**src/rtl/icc_pkg.sv**
```systemverilog
package icc_pkg;
  localparam int CRED_W     = 16;
  localparam int STRIDE_LG  = 5;
  localparam int UNMASK_BIT = 16;
  localparam int ARM_BIT    = 17;

  localparam logic [2:0] WD_RELOAD = 3'd0;
  localparam logic [2:0] WD_MASK   = 3'd1;
  localparam logic [2:0] WD_CRED   = 3'd2;
  localparam logic [2:0] WD_MOF    = 3'd3;
  localparam logic [2:0] WD_TMR    = 3'd4;

  // balance + inc - sub, clamped to the signed 16-bit range
  function automatic logic [CRED_W-1:0] cred_next(
    input logic [CRED_W-1:0] cur,
    input logic              inc,
    input logic              sub_en,
    input logic [CRED_W-1:0] sub
  );
    logic signed [CRED_W+1:0] sum;
    logic signed [CRED_W+1:0] s_cur;
    logic signed [CRED_W+1:0] s_sub;
    s_cur = {{2{cur[CRED_W-1]}}, cur};
    s_sub = sub_en ? {{2{sub[CRED_W-1]}}, sub} : '0;
    sum   = s_cur + {{(CRED_W+1){1'b0}}, inc} - s_sub;
    if (sum > 18'sd32767)       return 16'h7FFF;
    else if (sum < -18'sd32768) return 16'h8000;
    else                        return sum[CRED_W-1:0];
  endfunction

  function automatic logic cred_pos(input logic [CRED_W-1:0] c);
    return !c[CRED_W-1] && (c != '0);
  endfunction
endpackage

```
**src/rtl/icc_decode.sv**
```systemverilog
module icc_decode #(
  parameter int NVEC   = 4,
  parameter int ADDR_W = $clog2(NVEC) + 5
) (
  input  logic                          wr,
  input  logic [ADDR_W-1:0]             addr,
  output logic [ADDR_W-icc_pkg::STRIDE_LG-1:0] vidx,
  output logic [2:0]                    word,
  output logic                          vec_ok,
  output logic [NVEC-1:0]               wr_sel
);
  localparam int VIDX_W = ADDR_W - icc_pkg::STRIDE_LG;

  always_comb begin
    vidx   = addr[ADDR_W-1:icc_pkg::STRIDE_LG];
    word   = addr[4:2];
    vec_ok = (32'(vidx) < NVEC);
  end

  for (genvar v = 0; v < NVEC; v++) begin : g_sel
    assign wr_sel[v] = wr && vec_ok && (vidx == VIDX_W'(v));
  end
endmodule

```
**src/rtl/icc_vector.sv**
```systemverilog
module icc_vector #(
  parameter int TMR_W = 6
) (
  input  logic                      clk,
  input  logic                      rst_n,
  input  logic                      tick,
  input  logic                      evt,
  input  logic                      wr_sel,
  input  logic [2:0]                word,
  input  logic [17:0]               wdata,
  output logic [TMR_W-1:0]          rld,
  output logic                      mask,
  output logic [icc_pkg::CRED_W-1:0] cred,
  output logic                      mof,
  output logic [TMR_W-1:0]          tmr,
  output logic                      irq,
  output logic                      cred_wr,
  output logic                      unmask_req,
  output logic                      arm_req,
  output logic                      mask_wr
);
  import icc_pkg::*;

  logic             mask_nxt;
  logic [TMR_W-1:0] tmr_nxt;

  assign cred_wr    = wr_sel && (word == WD_CRED);
  assign unmask_req = cred_wr && wdata[UNMASK_BIT];
  assign arm_req    = cred_wr && wdata[ARM_BIT];
  assign mask_wr    = wr_sel && (word == WD_MASK);

  assign irq = !mask && cred_pos(cred) && (tmr == '0);

  always_comb begin
    if (mask_wr)         mask_nxt = wdata[0];
    else if (unmask_req) mask_nxt = 1'b0;
    else if (irq)        mask_nxt = mof;
    else                 mask_nxt = mask;
  end

  always_comb begin
    if (arm_req)                 tmr_nxt = rld;
    else if (tick && tmr != '0)  tmr_nxt = tmr - 1'b1;
    else                         tmr_nxt = tmr;
  end

  always_ff @(posedge clk) begin
    if (!rst_n) begin
      rld  <= '0;
      mask <= 1'b1;
      cred <= '0;
      mof  <= 1'b0;
      tmr  <= '0;
    end else begin
      if (wr_sel && word == WD_RELOAD) rld <= wdata[TMR_W-1:0];
      if (wr_sel && word == WD_MOF)    mof <= wdata[0];
      cred <= cred_next(cred, evt, cred_wr, wdata[CRED_W-1:0]);
      mask <= mask_nxt;
      tmr  <= tmr_nxt;
    end
  end
endmodule

```
**src/rtl/intr_coal_bank.sv**
```systemverilog
module intr_coal_bank #(
  parameter int NVEC   = 4,
  parameter int TMR_W  = 6,
  parameter int ADDR_W = $clog2(NVEC) + 5
) (
  input  logic              clk,
  input  logic              rst_n,
  input  logic              tick,
  input  logic [NVEC-1:0]   evt,
  input  logic              req_wr,
  input  logic [ADDR_W-1:0] req_addr,
  input  logic [31:0]       req_wdata,
  output logic [31:0]       rdata,
  output logic [NVEC-1:0]   irq
);
  import icc_pkg::*;
  localparam int VIDX_W = ADDR_W - STRIDE_LG;

  logic [VIDX_W-1:0] vidx;
  logic [2:0]        word;
  logic              vec_ok;
  logic [NVEC-1:0]   wr_sel;

  // per-vector state and strobes, named for the checker
  logic [NVEC-1:0][TMR_W-1:0]  rld_st;
  logic [NVEC-1:0][TMR_W-1:0]  tmr_st;
  logic [NVEC-1:0][CRED_W-1:0] cred_st;
  logic [NVEC-1:0]             mask_st;
  logic [NVEC-1:0]             mof_st;
  logic [NVEC-1:0]             cwr_v;
  logic [NVEC-1:0]             unm_v;
  logic [NVEC-1:0]             arm_v;
  logic [NVEC-1:0]             mwr_v;

  icc_decode #(.NVEC(NVEC), .ADDR_W(ADDR_W)) u_dec (
    .wr(req_wr), .addr(req_addr), .vidx(vidx), .word(word),
    .vec_ok(vec_ok), .wr_sel(wr_sel)
  );

  for (genvar v = 0; v < NVEC; v++) begin : g_vec
    icc_vector #(.TMR_W(TMR_W)) u_vec (
      .clk(clk), .rst_n(rst_n), .tick(tick), .evt(evt[v]),
      .wr_sel(wr_sel[v]), .word(word), .wdata(req_wdata[17:0]),
      .rld(rld_st[v]), .mask(mask_st[v]), .cred(cred_st[v]),
      .mof(mof_st[v]), .tmr(tmr_st[v]), .irq(irq[v]),
      .cred_wr(cwr_v[v]), .unmask_req(unm_v[v]), .arm_req(arm_v[v]),
      .mask_wr(mwr_v[v])
    );
  end

  always_comb begin
    rdata = '0;
    if (vec_ok) begin
      case (word)
        WD_RELOAD: rdata = 32'(rld_st[vidx]);
        WD_MASK:   rdata = 32'(mask_st[vidx]);
        WD_CRED:   rdata = 32'(cred_st[vidx]);
        WD_MOF:    rdata = 32'(mof_st[vidx]);
        WD_TMR:    rdata = 32'(tmr_st[vidx]);
        default:   rdata = '0;
      endcase
    end
  end
endmodule

```
**config.mk**
```make
export PLATFORM = sky130hd
export DESIGN_NAME = intr_coal_bank
export DESIGN_NICKNAME = d
export VERILOG_FILES = /design/src/rtl/icc_pkg.sv /design/src/rtl/icc_decode.sv /design/src/rtl/icc_vector.sv /design/src/rtl/intr_coal_bank.sv
export SDC_FILE = /design/constraint.sdc
export NUM_CORES = 1
export LEC_CHECK = 0
export ABC_AREA = 1
export BUFFER_PORTS_ARGS = -buffer_cell sky130_fd_sc_hd__buf_2
export CAP_MARGIN = 15
export CELL_PAD_IN_SITES_DETAIL_PLACEMENT = 0
export CELL_PAD_IN_SITES_GLOBAL_PLACEMENT = 1
export CORE_UTILIZATION = 44
export CTS_BUF_LIST = sky130_fd_sc_hd__clkbuf_16
export CTS_CLUSTER_DIAMETER = 40
export DETAILED_ROUTE_END_ITERATION = 10
export MAX_ROUTING_LAYER = met4
export PLACE_DENSITY = 0.93
export SYNTH_ARGS = -nofsm -noshare
export SYNTH_HDL_FRONTEND = slang
export SYNTH_HIERARCHICAL = 1
export SYNTH_SLANG_ARGS = --single-unit
```
**constraint.sdc**
```tcl
create_clock -name clk -period 3.6 [get_ports clk]
set_input_delay 0.36 -clock clk [delete_from_list [all_inputs] [get_ports clk]]
set_output_delay 0.36 -clock clk [all_outputs]
set_load 0.01 [all_outputs]
```
==> run summary, run 1 <==
Post-synthesis cell count -> 2025
WP buf/inv -> 0
Initial drt markers -> 1052
Die Y -> 171 um
# Max-Cap Violations -> 0
Grt ovf -> 0
Slew Limit Fails -> 0
Cts bufs inserted -> 17
ANT nets after route -> 0
Period minus WS final -> 3490 ps
Gpl congestion -> 0.923
Clock Tree Root -> clkbuf_16
Pin count of the biggest net entering global routing -> 86
H-tree depth -> 4
Final Hold Fails -> 0
Initial antenna violation count -> 0
Peak supply drop -> 0.707 mV
Core Box Area -> 27900 sq um
Worst r2r path cells -> 19
Crit path DAT -> 3840 ps
Share of cells above drive strength 1 -> 14.9%
Type of origin of the critical path -> flip-flop
Total GRT Usage -> 27.0%
First-pass GRT wire length -> 59400 um
Footprint of the multi-input gates -> 8950 sq um
# port buffers -> 50
CP Class -> reg -> reg
Worst flop-to-flop path endpoint -> g_vec[3].u_vec/cred[1]$_SDFF_PN0_
Fin area -> 14100 sq um
CP most frequent cell -> nand2_1
Critical-path maximum fanout -> 7
Hold Crit Start -> req_wdata[16]
Area of the mapped netlist -> 12500 sq um
Worst Hold Class -> in -> reg
Nets -> 2204
Power density over the cells -> 968 nW/um^2
Yosys warnings -> 6
CTS tree -> yes
Least-Margin Pin Slew -> 1130 ps
Synth-to-layout area growth -> 12.1%
Clk slew on worst S/H paths -> 60 ps
Status -> finished clean
CP max stage delay -> 360 ps
Final core utilization -> 50.3%
Routed WL -> 38700 um
Row cnt -> 61
Die area -> 29200 sq um
Boundary Pins -> 83
Routed WL per cell -> 15.7 um
Sequential power share -> 17.9%
Cell Chain, Critical Path -> ha_2 -> ha_2 -> nand3_2 -> nor2_2 -> nand4_1 -> nor3_4 -> nand2_1 -> xor2_1 -> ha_1 -> nand2_1 -> nand2_1 -> o21bai_1 -> a21oi_1 -> nand2_1 -> nand2_1 -> nand2_2 -> nand2_8 -> nand2_1 -> nor2_1
Insertion delay to the later sink of the worst-skew pair -> 420 ps
Final Setup Violations -> 0
Worst slew margin -> 24.5%
DP Wirelength -> 29600 um
Min-Delay Endpoint -> g_vec[1].u_vec/mask$_SDFFE_PN1P_
Diode count -> 0
Nature of the critical path endpoint -> flip-flop
Avg Cell Area, Syn -> 6.19 sq um
R2R Setup Slk -> 110 ps
WP data required -> 3950 ps
Static Leak -> 6.96 nW
Register area -> 2410 sq um
Drt via density -> 5.24
Critical-path top delay cell -> dfxtp_2
Tcrit/Tclk final -> 96.9%
# fillers -> 2934
Post-DP Area -> 12800 sq um
Clock Path Buffers -> 2
Switching Share -> 53.5%
Vias -> 12898
Residual DRC -> 0
Hold buffers post-CTS -> 0
Initial Utilization -> 44.9%
Max Clock Skew -> 8.34 ps
Number of global-route vias before repair -> 11767
Int Pwr -> 0.00633 W
Fmax -> 0.287 GHz
Reg-to-Reg Start -> g_vec[3].u_vec/cred[0]$_SDFF_PN0_
Clock power frac -> 13.8%
CTS Sinks -> 120
CP delay by family, top -> simple AND/OR/NAND/NOR gates
P_sw -> 0.00728 W
Cells on Worst Hold Path -> 4
Drt first pass iters -> 5
Combinational power share -> 68.4%
Chip Width -> 171 um
==> how the worst max path moves through the flow <==
| stage | start | to | cells after the start |
|---|---|---|---|
| 2_1_floorplan | evt[0] | g_vec[0].u_vec/cred[10]$_SDFF_PN0_ | 22 |
| 3_3_place_gp | evt[3] | g_vec[3].u_vec/cred[1]$_SDFF_PN0_ | 21 |
| 3_5_place_dp | evt[0] | g_vec[0].u_vec/cred[1]$_SDFF_PN0_ | 19 |
| 4_1_cts | g_vec[2].u_vec/cred[0]$_SDFF_PN0_ | g_vec[2].u_vec/cred[0]$_SDFF_PN0_ | 19 |
| 5_1_grt | g_vec[0].u_vec/cred[0]$_SDFF_PN0_ | g_vec[0].u_vec/cred[0]$_SDFF_PN0_ | 21 |
| 6_report | g_vec[3].u_vec/cred[0]$_SDFF_PN0_ | g_vec[3].u_vec/cred[1]$_SDFF_PN0_ | 19 |
==> worst min-delay path: cells and delay by family <==
| family | cells | cell delay (ps) |
|---|---|---|
| buf+inv | 2 | 210 |
| compound gates | 2 | 210 |
==> power by group through the flow <==
stage	Clock, W	Sequential [W]	Combinational, W
floorplan	0	0.00221	0.00696
global route	0.00196	0.00249	0.0104
CTS	0.00189	0.00241	0.00829
detailed placement	0	0.00243	0.00822
global placement	0	0.00242	0.00810
finish	0.00187	0.00243	0.00930
==> per-layer routing <==
metal / vias to the layer above / part of all wire (%) / track usage, %
li1: 6532 / - / -
met5: - / 0 / -
met1: 5974 / 46 / 34.6
met2: 335 / 46 / 44.4
met4: 0 / 2.8 / 7.64
met3: 57 / 5.1 / 3.61
==> flip-flops by register name, indices dropped and copies added (netlist names) <==
register,flops
g_vec.u_vec/cred,64
g_vec.u_vec/mask,4
g_vec.u_vec/mof,4
g_vec.u_vec/rld,24
g_vec.u_vec/tmr,24
==> area by class of cell <==
| type | instances | share of cell area [%] |
|---|---|---|
| Timing Repair Buffer | 76 | 3.19 |
| Sequential cell | 120 | 17.1 |
| Inverter | 303 | 8.11 |
| Clock buffer | 17 | 3.03 |
| Multi-Input combinational cell | 1551 | 63.7 |
| Clock inverter | 15 | 1.49 |
| Tap cell | 378 | 3.37 |
==> cell usage in the layout, fill, tap and decap left out, types with 4 or more instances in the layout <==
master,instances
clkbuf_16,17
nand3_1,122
buf_4,27
nand4_1,24
nor3_1,37
xnor2_1,28
nand2_1,492
o21ai_0,86
dfxtp_2,4
nand2_8,4
nor2_1,212
dfxtp_1,116
conb_1,17
o21ai_1,35
nor4_1,20
a21oi_1,96
nand2_2,43
ha_2,16
ha_1,66
nand3_4,8
nor2_2,12
nand2_4,17
a21oi_2,18
a31oi_1,12
xor2_1,84
nor3_4,8
and2_1,8
o21bai_1,14
fa_1,4
nand3_2,50
inv_1,288
a21boi_0,4
or2_0,4
bufinv_16,5
nor3_2,6
inv_2,16
buf_2,49
==> repair_timing <==
action,in CTS,in global routing
cloned,0,8
pin swaps,1,36
setup buffers,1,13
setup endpoints to repair,4,62
gates resized for setup,2,94
==> stage by stage <==
stage	power (W)	hold slack (ps)	setup TNS, ps	cells	setup WS [ps]
floorplan	0.00917	433	0	2040	604
global placement	0.0105	445	0	2406	62.2
detailed placement	0.0106	452	-80.0	2406	-30.7
CTS	0.0126	372	0	2439	5.66
global route	0.0148	395	-1050	2460	-62.8
finish	0.0136	392	0	2460	111
(Power assumes the default switching activity.)
==> run 2: changes to the inputs <==
--- a/config.mk
+++ b/config.mk
@@ -10,12 +10,12 @@
 export CAP_MARGIN = 15
 export CELL_PAD_IN_SITES_DETAIL_PLACEMENT = 0
 export CELL_PAD_IN_SITES_GLOBAL_PLACEMENT = 1
-export CORE_UTILIZATION = 44
+export CORE_UTILIZATION = 35
 export CTS_BUF_LIST = sky130_fd_sc_hd__clkbuf_16
 export CTS_CLUSTER_DIAMETER = 40
 export DETAILED_ROUTE_END_ITERATION = 10
 export MAX_ROUTING_LAYER = met4
-export PLACE_DENSITY = 0.93
+export PLACE_DENSITY = 0.79
 export SYNTH_ARGS = -nofsm -noshare
 export SYNTH_HDL_FRONTEND = slang
 export SYNTH_HIERARCHICAL = 1
==> run 2 against run 1 <==
Total power barely moved. Highest routed layer unchanged. Clock skew up 2.0 ps. Combinational power is 0.4% higher. Clock power about the same. Sequential share of layout area decreased by 0.23 points. Critical path depth is the same.
==> run summary, run 2 (synthesized netlist as in run 1, its figures left out) <==
Total GRT Usage -> 22.5%
Initial drt markers -> 788
DP Wirelength -> 31300 um
CTS Sinks -> 120
Hold buffers post-CTS -> 0
Max Clock Skew -> 10.3 ps
Type of origin of the critical path -> flip-flop
Least-Margin Pin Slew -> 703 ps
First-pass GRT wire length -> 62000 um
Pin count of the biggest net entering global routing -> 61
Residual DRC -> 0
# fillers -> 3855
Drt first pass iters -> 7
Static Leak -> 6.97 nW
Critical-path maximum fanout -> 13
Drt via density -> 5.01
Chip Width -> 191 um
Period minus WS final -> 3390 ps
Biggest regs -> g_vec.u_vec/cred (64), g_vec.u_vec/rld (24), g_vec.u_vec/tmr (24)
Reg-to-Reg Start -> g_vec[0].u_vec/cred[0]$_SDFF_PN0_
Initial Utilization -> 35.9%
Routed WL -> 40200 um
Fmax -> 0.295 GHz
Cells after DPL -> 2491
Crit path DAT -> 3710 ps
Cells on Worst Hold Path -> 4
Die Y -> 191 um
Power density over the cells -> 955 nW/um^2
Boundary Pins -> 83
Clock Path Buffers -> 2
Final Hold Fails -> 0
Tcrit/Tclk final -> 94.2%
Worst r2r path cells -> 19
Finished Layout Cells -> 2539
Slew Limit Fails -> 0
Commonest cells after routing, fill and taps aside -> nand2_1 (496), inv_1 (288), nor2_1 (210)
Initial antenna violation count -> 0
Synth-to-layout area growth -> 13.7%
Grt ovf -> 0
R2R Setup Slk -> 210 ps
Routed WL per cell -> 15.8 um
Worst slew margin -> 53.1%
Diode count -> 0
Nets -> 2206
Peak supply drop -> 0.547 mV
Cts bufs inserted -> 17
CTS tree -> yes
Insertion delay to the later sink of the worst-skew pair -> 440 ps
Worst Hold Class -> in -> reg
Core Box Area -> 34900 sq um
# port buffers -> 50
Hold Crit Start -> req_wdata[16]
Most common cell after layout, fill and taps aside -> nand2_1
Min-Delay Endpoint -> g_vec[2].u_vec/mask$_SDFFE_PN1P_
Vias -> 12732
CP Class -> reg -> reg
Number of global-route vias before repair -> 11906
WHS -> 366 ps
WP data required -> 3920 ps
Final TNS setup -> 0 ps
Gpl congestion -> 0.919
Die area -> 36600 sq um
Final Setup Violations -> 0
Nature of the critical path endpoint -> flip-flop
ANT nets after route -> 0
Clock Tree Root -> clkbuf_16
Worst flop-to-flop path endpoint -> g_vec[0].u_vec/cred[11]$_SDFF_PN0_
Max reg flops -> 64
Biggest register -> g_vec.u_vec/cred
H-tree depth -> 4
Status -> finished clean
# Max-Cap Violations -> 0
Clk slew on worst S/H paths -> 60 ps
Share of cells above drive strength 1 -> 15.3%
Row cnt -> 68
## run 2: worst max-delay path, stage by stage, from the launching register on
cell      delay (ps)
dfxtp_1          340
ha_1             190
ha_2             210
nand3_2          120
nor2_2           150
nand4_1          160
nor3_2           250
buf_4            150
nand2_1           60
xor2_1           170
ha_2             340
nand2_1           80
nand2_1           70
o21bai_2         210
a21oi_2          200
nand2_1           90
nand2_1           80
nand2_2          110
nand3_4          190
nand2_1           80
## run 2: cell type report
type,instances,area (sq um),area share (%)
clock buffers,17,425,2.98
clock inverters,15,204,1.43
inverters,303,1140,7.99
multi-input cells,1550,9040,63.4
flip-flops and latches,120,2410,16.9
well taps,455,569,3.99
repair buffers,79,470,3.30
## run 2: how the worst max path moves through the flow
stage / startpoint / end / slack (ps)
floorplan: evt[0] / g_vec[0].u_vec/cred[10]$_SDFF_PN0_ / 600
global placement: evt[0] / g_vec[0].u_vec/cred[0]$_SDFF_PN0_ / 10
detailed placement: evt[2] / g_vec[2].u_vec/cred[0]$_SDFF_PN0_ / -60
CTS: g_vec[2].u_vec/cred[0]$_SDFF_PN0_ / g_vec[2].u_vec/cred[1]$_SDFF_PN0_ / 3
global route: g_vec[3].u_vec/cred[0]$_SDFF_PN0_ / g_vec[3].u_vec/cred[13]$_SDFF_PN0_ / -20
finish: g_vec[0].u_vec/cred[0]$_SDFF_PN0_ / g_vec[0].u_vec/cred[11]$_SDFF_PN0_ / 210
## run 2: where the power goes
group | switching [W] | internal, W
Sequential | 0.000598 | 0.00183
Combinational | 0.00603 | 0.00331
Clock | 0.000689 | 0.00116
Total | 0.00731 | 0.00631
## run 2: metal layers
layer	track usage [%]	wire [um]
met1	29.4	18900
met2	36.2	18500
met3	3.07	1990
met4	5.68	794
met5	-	0
## run 2: repair_timing
action	in CTS	in global routing
setup buffers	0	9
endpoints found under the hold margin	0	0
pin swaps	0	39
resized for setup	2	102
gates cloned	0	7
endpoints found under the setup margin	9	63
## run 2: metrics by stage
| step | util, % | cell area, sq um | power (W) | setup slack [ps] |
|---|---|---|---|---|
| finish | 40.9 | 14300 | 0.0136 | 207 |
| global route | 40.9 | 14300 | 0.0149 | -21.7 |
| CTS | 39.1 | 13600 | 0.0126 | 2.98 |
| detailed placement | 37.2 | 13000 | 0.0107 | -64.7 |
| global placement | 37.2 | 13000 | 0.0106 | 14.4 |
| floorplan | - | 12600 | 0.00917 | 604 |
==> run 3: changes to the inputs <==
--- a/config.mk
+++ b/config.mk
@@ -15,7 +15,7 @@
 export CTS_CLUSTER_DIAMETER = 40
 export DETAILED_ROUTE_END_ITERATION = 10
 export MAX_ROUTING_LAYER = met4
-export PLACE_DENSITY = 0.79
+export PLACE_DENSITY_LB_ADDON = 0.15
 export SYNTH_ARGS = -nofsm -noshare
 export SYNTH_HDL_FRONTEND = slang
 export SYNTH_HIERARCHICAL = 1
==> constraint.sdc (replaced) <==
create_clock -name clk -period 3.5 [get_ports clk]
set_input_delay 0.35 -clock clk [delete_from_list [all_inputs] [get_ports clk]]
set_output_delay 0.35 -clock clk [all_outputs]
set_load 0.01 [all_outputs]
==> run 3 against run 2 <==
Non-clock buffer count rose by 76. Sequential cell count did not move. Count of clock-buffer cells in the layout did not move. Hold slack got worse by 4.2 ps. Die area did not move. Clock skew fell by 0.81 ps. Final cell count rose by 3.0%. Register-to-register slack got worse by 70 ps. First-iteration DRC count fell by 4.6%.
==> run summary, run 3 (synthesized netlist as in run 1, its figures left out) <==
Cts bufs inserted -> 17
Gpl congestion -> 0.904
Critical-path maximum fanout -> 7
CP Class -> reg -> reg
Final core utilization -> 42.4%
# port buffers -> 50
Period minus WS final -> 3360 ps
Design Power -> 0.0144 W
CTS Sinks -> 120
Final Setup Violations -> 0
Crit path DAT -> 3680 ps
Row cnt -> 68
Peak supply drop -> 0.727 mV
Int Pwr -> 0.00671 W
Initial drt markers -> 752
WHS -> 362 ps
Synth-to-layout area growth -> 17.9%
Core Box Area -> 34900 sq um
Nature of the critical path endpoint -> flip-flop
H-tree depth -> 4
Pin count of the biggest net entering global routing -> 64
P_sw -> 0.00765 W
Total GRT Usage -> 24.1%
Combinational power share -> 70.2%
Switching Share -> 53.3%
ANT nets after route -> 0
Sequential power share -> 17.5%
Residual DRC -> 0
Insertion delay to the later sink of the worst-skew pair -> 430 ps
Drt via density -> 4.93
CTS tree -> yes
Biggest register -> g_vec.u_vec/cred
Chip Width -> 191 um
Share of cells above drive strength 1 -> 17.9%
Hold buffers post-CTS -> 0
Post-DP Area -> 13600 sq um
DP Wirelength -> 33900 um
Least-Margin Pin Slew -> 910 ps
Final Hold Fails -> 0
Commonest cells after routing, fill and taps aside -> nand2_1 (492), inv_1 (290), nor2_1 (211)
Die area -> 36600 sq um
Most common cell after layout, fill and taps aside -> nand2_1
Static Leak -> 7.32 nW
Initial Utilization -> 35.9%
Slew Limit Fails -> 0
Worst slew margin -> 39.3%
Clock Path Buffers -> 2
Fmax -> 0.297 GHz
Initial antenna violation count -> 1
# Max-Cap Violations -> 0
Drt first pass iters -> 5
Clock power frac -> 12.3%
Boundary Pins -> 83
Vias -> 12889
Clk slew on worst S/H paths -> 60 ps
WP data required -> 3820 ps
# fillers -> 3832
Biggest regs -> g_vec.u_vec/cred (64), g_vec.u_vec/rld (24), g_vec.u_vec/tmr (24)
Clock Tree Root -> clkbuf_16
Tcrit/Tclk final -> 96.1%
Die Y -> 191 um
Power density over the cells -> 972 nW/um^2
Status -> finished clean
Routed WL per cell -> 16.6 um
Fin area -> 14800 sq um
Type of origin of the critical path -> flip-flop
First-pass GRT wire length -> 65500 um
Worst Hold Class -> in -> reg
Nets -> 2282
Max Clock Skew -> 9.50 ps
Number of global-route vias before repair -> 12053
Max reg flops -> 64
Grt ovf -> 0
Routed WL -> 43500 um
-- run 3: cell count changes in the layout (fill, tap and decap cells not counted), sizes merged --
cell,previous run,this run
buf,79,155
bufinv,4,2
clkinv,6,8
clkinvlp,3,2
diode,0,1
inv,305,306
-- run 3: worst max-delay path, cell delays in order, from the launching register on --
cell	delay, ps
dfxtp_2	330
ha_2	200
ha_4	140
nand3_2	110
nor2_2	150
nand4_1	160
nor3_4	270
nand4_1	210
xor2_2	250
ha_4	310
inv_1	70
nor3_2	190
buf_4	140
a21oi_2	60
buf_4	140
nand3_1	80
nand2_2	80
nand2_4	110
nand2_4	120
nand3_1	100
nand2_1	50
-- run 3: area by class of cell --
class / count / area [sq um] / area share (%)
Multi-Input combinational cell: 1550 / 9040 / 61.2
Sequential cell: 120 / 2410 / 16.3
Inverter: 303 / 1140 / 7.71
Timing Repair Buffer: 155 / 1040 / 7.05
Tap cell: 455 / 569 / 3.85
Clock buffer: 17 / 425 / 2.88
Clock inverter: 15 / 154 / 1.04
Antenna cell: 1 / 2.50 / 0.0169
-- run 3: final timing paths --
kind	slack [ps]	depth (start not counted)	from	to
max	140	20	g_vec[3].u_vec/cred[0]$_SDFF_PN0_	g_vec[3].u_vec/cred[6]$_SDFF_PN0_
min	360	4	req_wdata[16]	g_vec[0].u_vec/mask$_SDFFE_PN1P_
max reg2reg	140	20	g_vec[3].u_vec/cred[0]$_SDFF_PN0_	g_vec[3].u_vec/cred[6]$_SDFF_PN0_
min reg2reg	460	2	g_vec[1].u_vec/rld[0]$_SDFFE_PN0P_	g_vec[1].u_vec/rld[0]$_SDFFE_PN0P_
-- run 3: power groups by stage --
| stage | clock network, W | logic [W] | registers [W] |
|---|---|---|---|
| 2_1_floorplan | 0 | 0.00716 | 0.00227 |
| 3_3_place_gp | 0 | 0.00912 | 0.00249 |
| 3_5_place_dp | 0 | 0.00915 | 0.00250 |
| 4_1_cts | 0.00179 | 0.00921 | 0.00247 |
| 5_1_grt | 0.00186 | 0.0113 | 0.00257 |
| 6_report | 0.00177 | 0.0101 | 0.00251 |
-- run 3: metrics by stage --
stage,worst slack [ps],std cells,setup TNS (ps)
finish,137,2616,0
CTS,3.36,2599,0
detailed placement,-68.2,2567,-1390
global placement,-37.9,2567,-505
floorplan,514,2040,0
global route,-48.6,2616,-511
-- run 3: per-layer routing --
| layer | vias to the layer above | track usage (%) | share of wire, % |
|---|---|---|---|
| li1 | 6662 | - | - |
| met1 | 5986 | 30.7 | 47 |
| met2 | 200 | 40.6 | 48 |
| met3 | 41 | 2.83 | 3.3 |
| met4 | 0 | 5.31 | 1.8 |
| met5 | - | - | 0 |
-- run 3: what timing repair did --
item,CTS,global route
buffers inserted,0,9
endpoints found under the hold margin,0,0
resized for setup,0,95
setup endpoints to repair,0,64
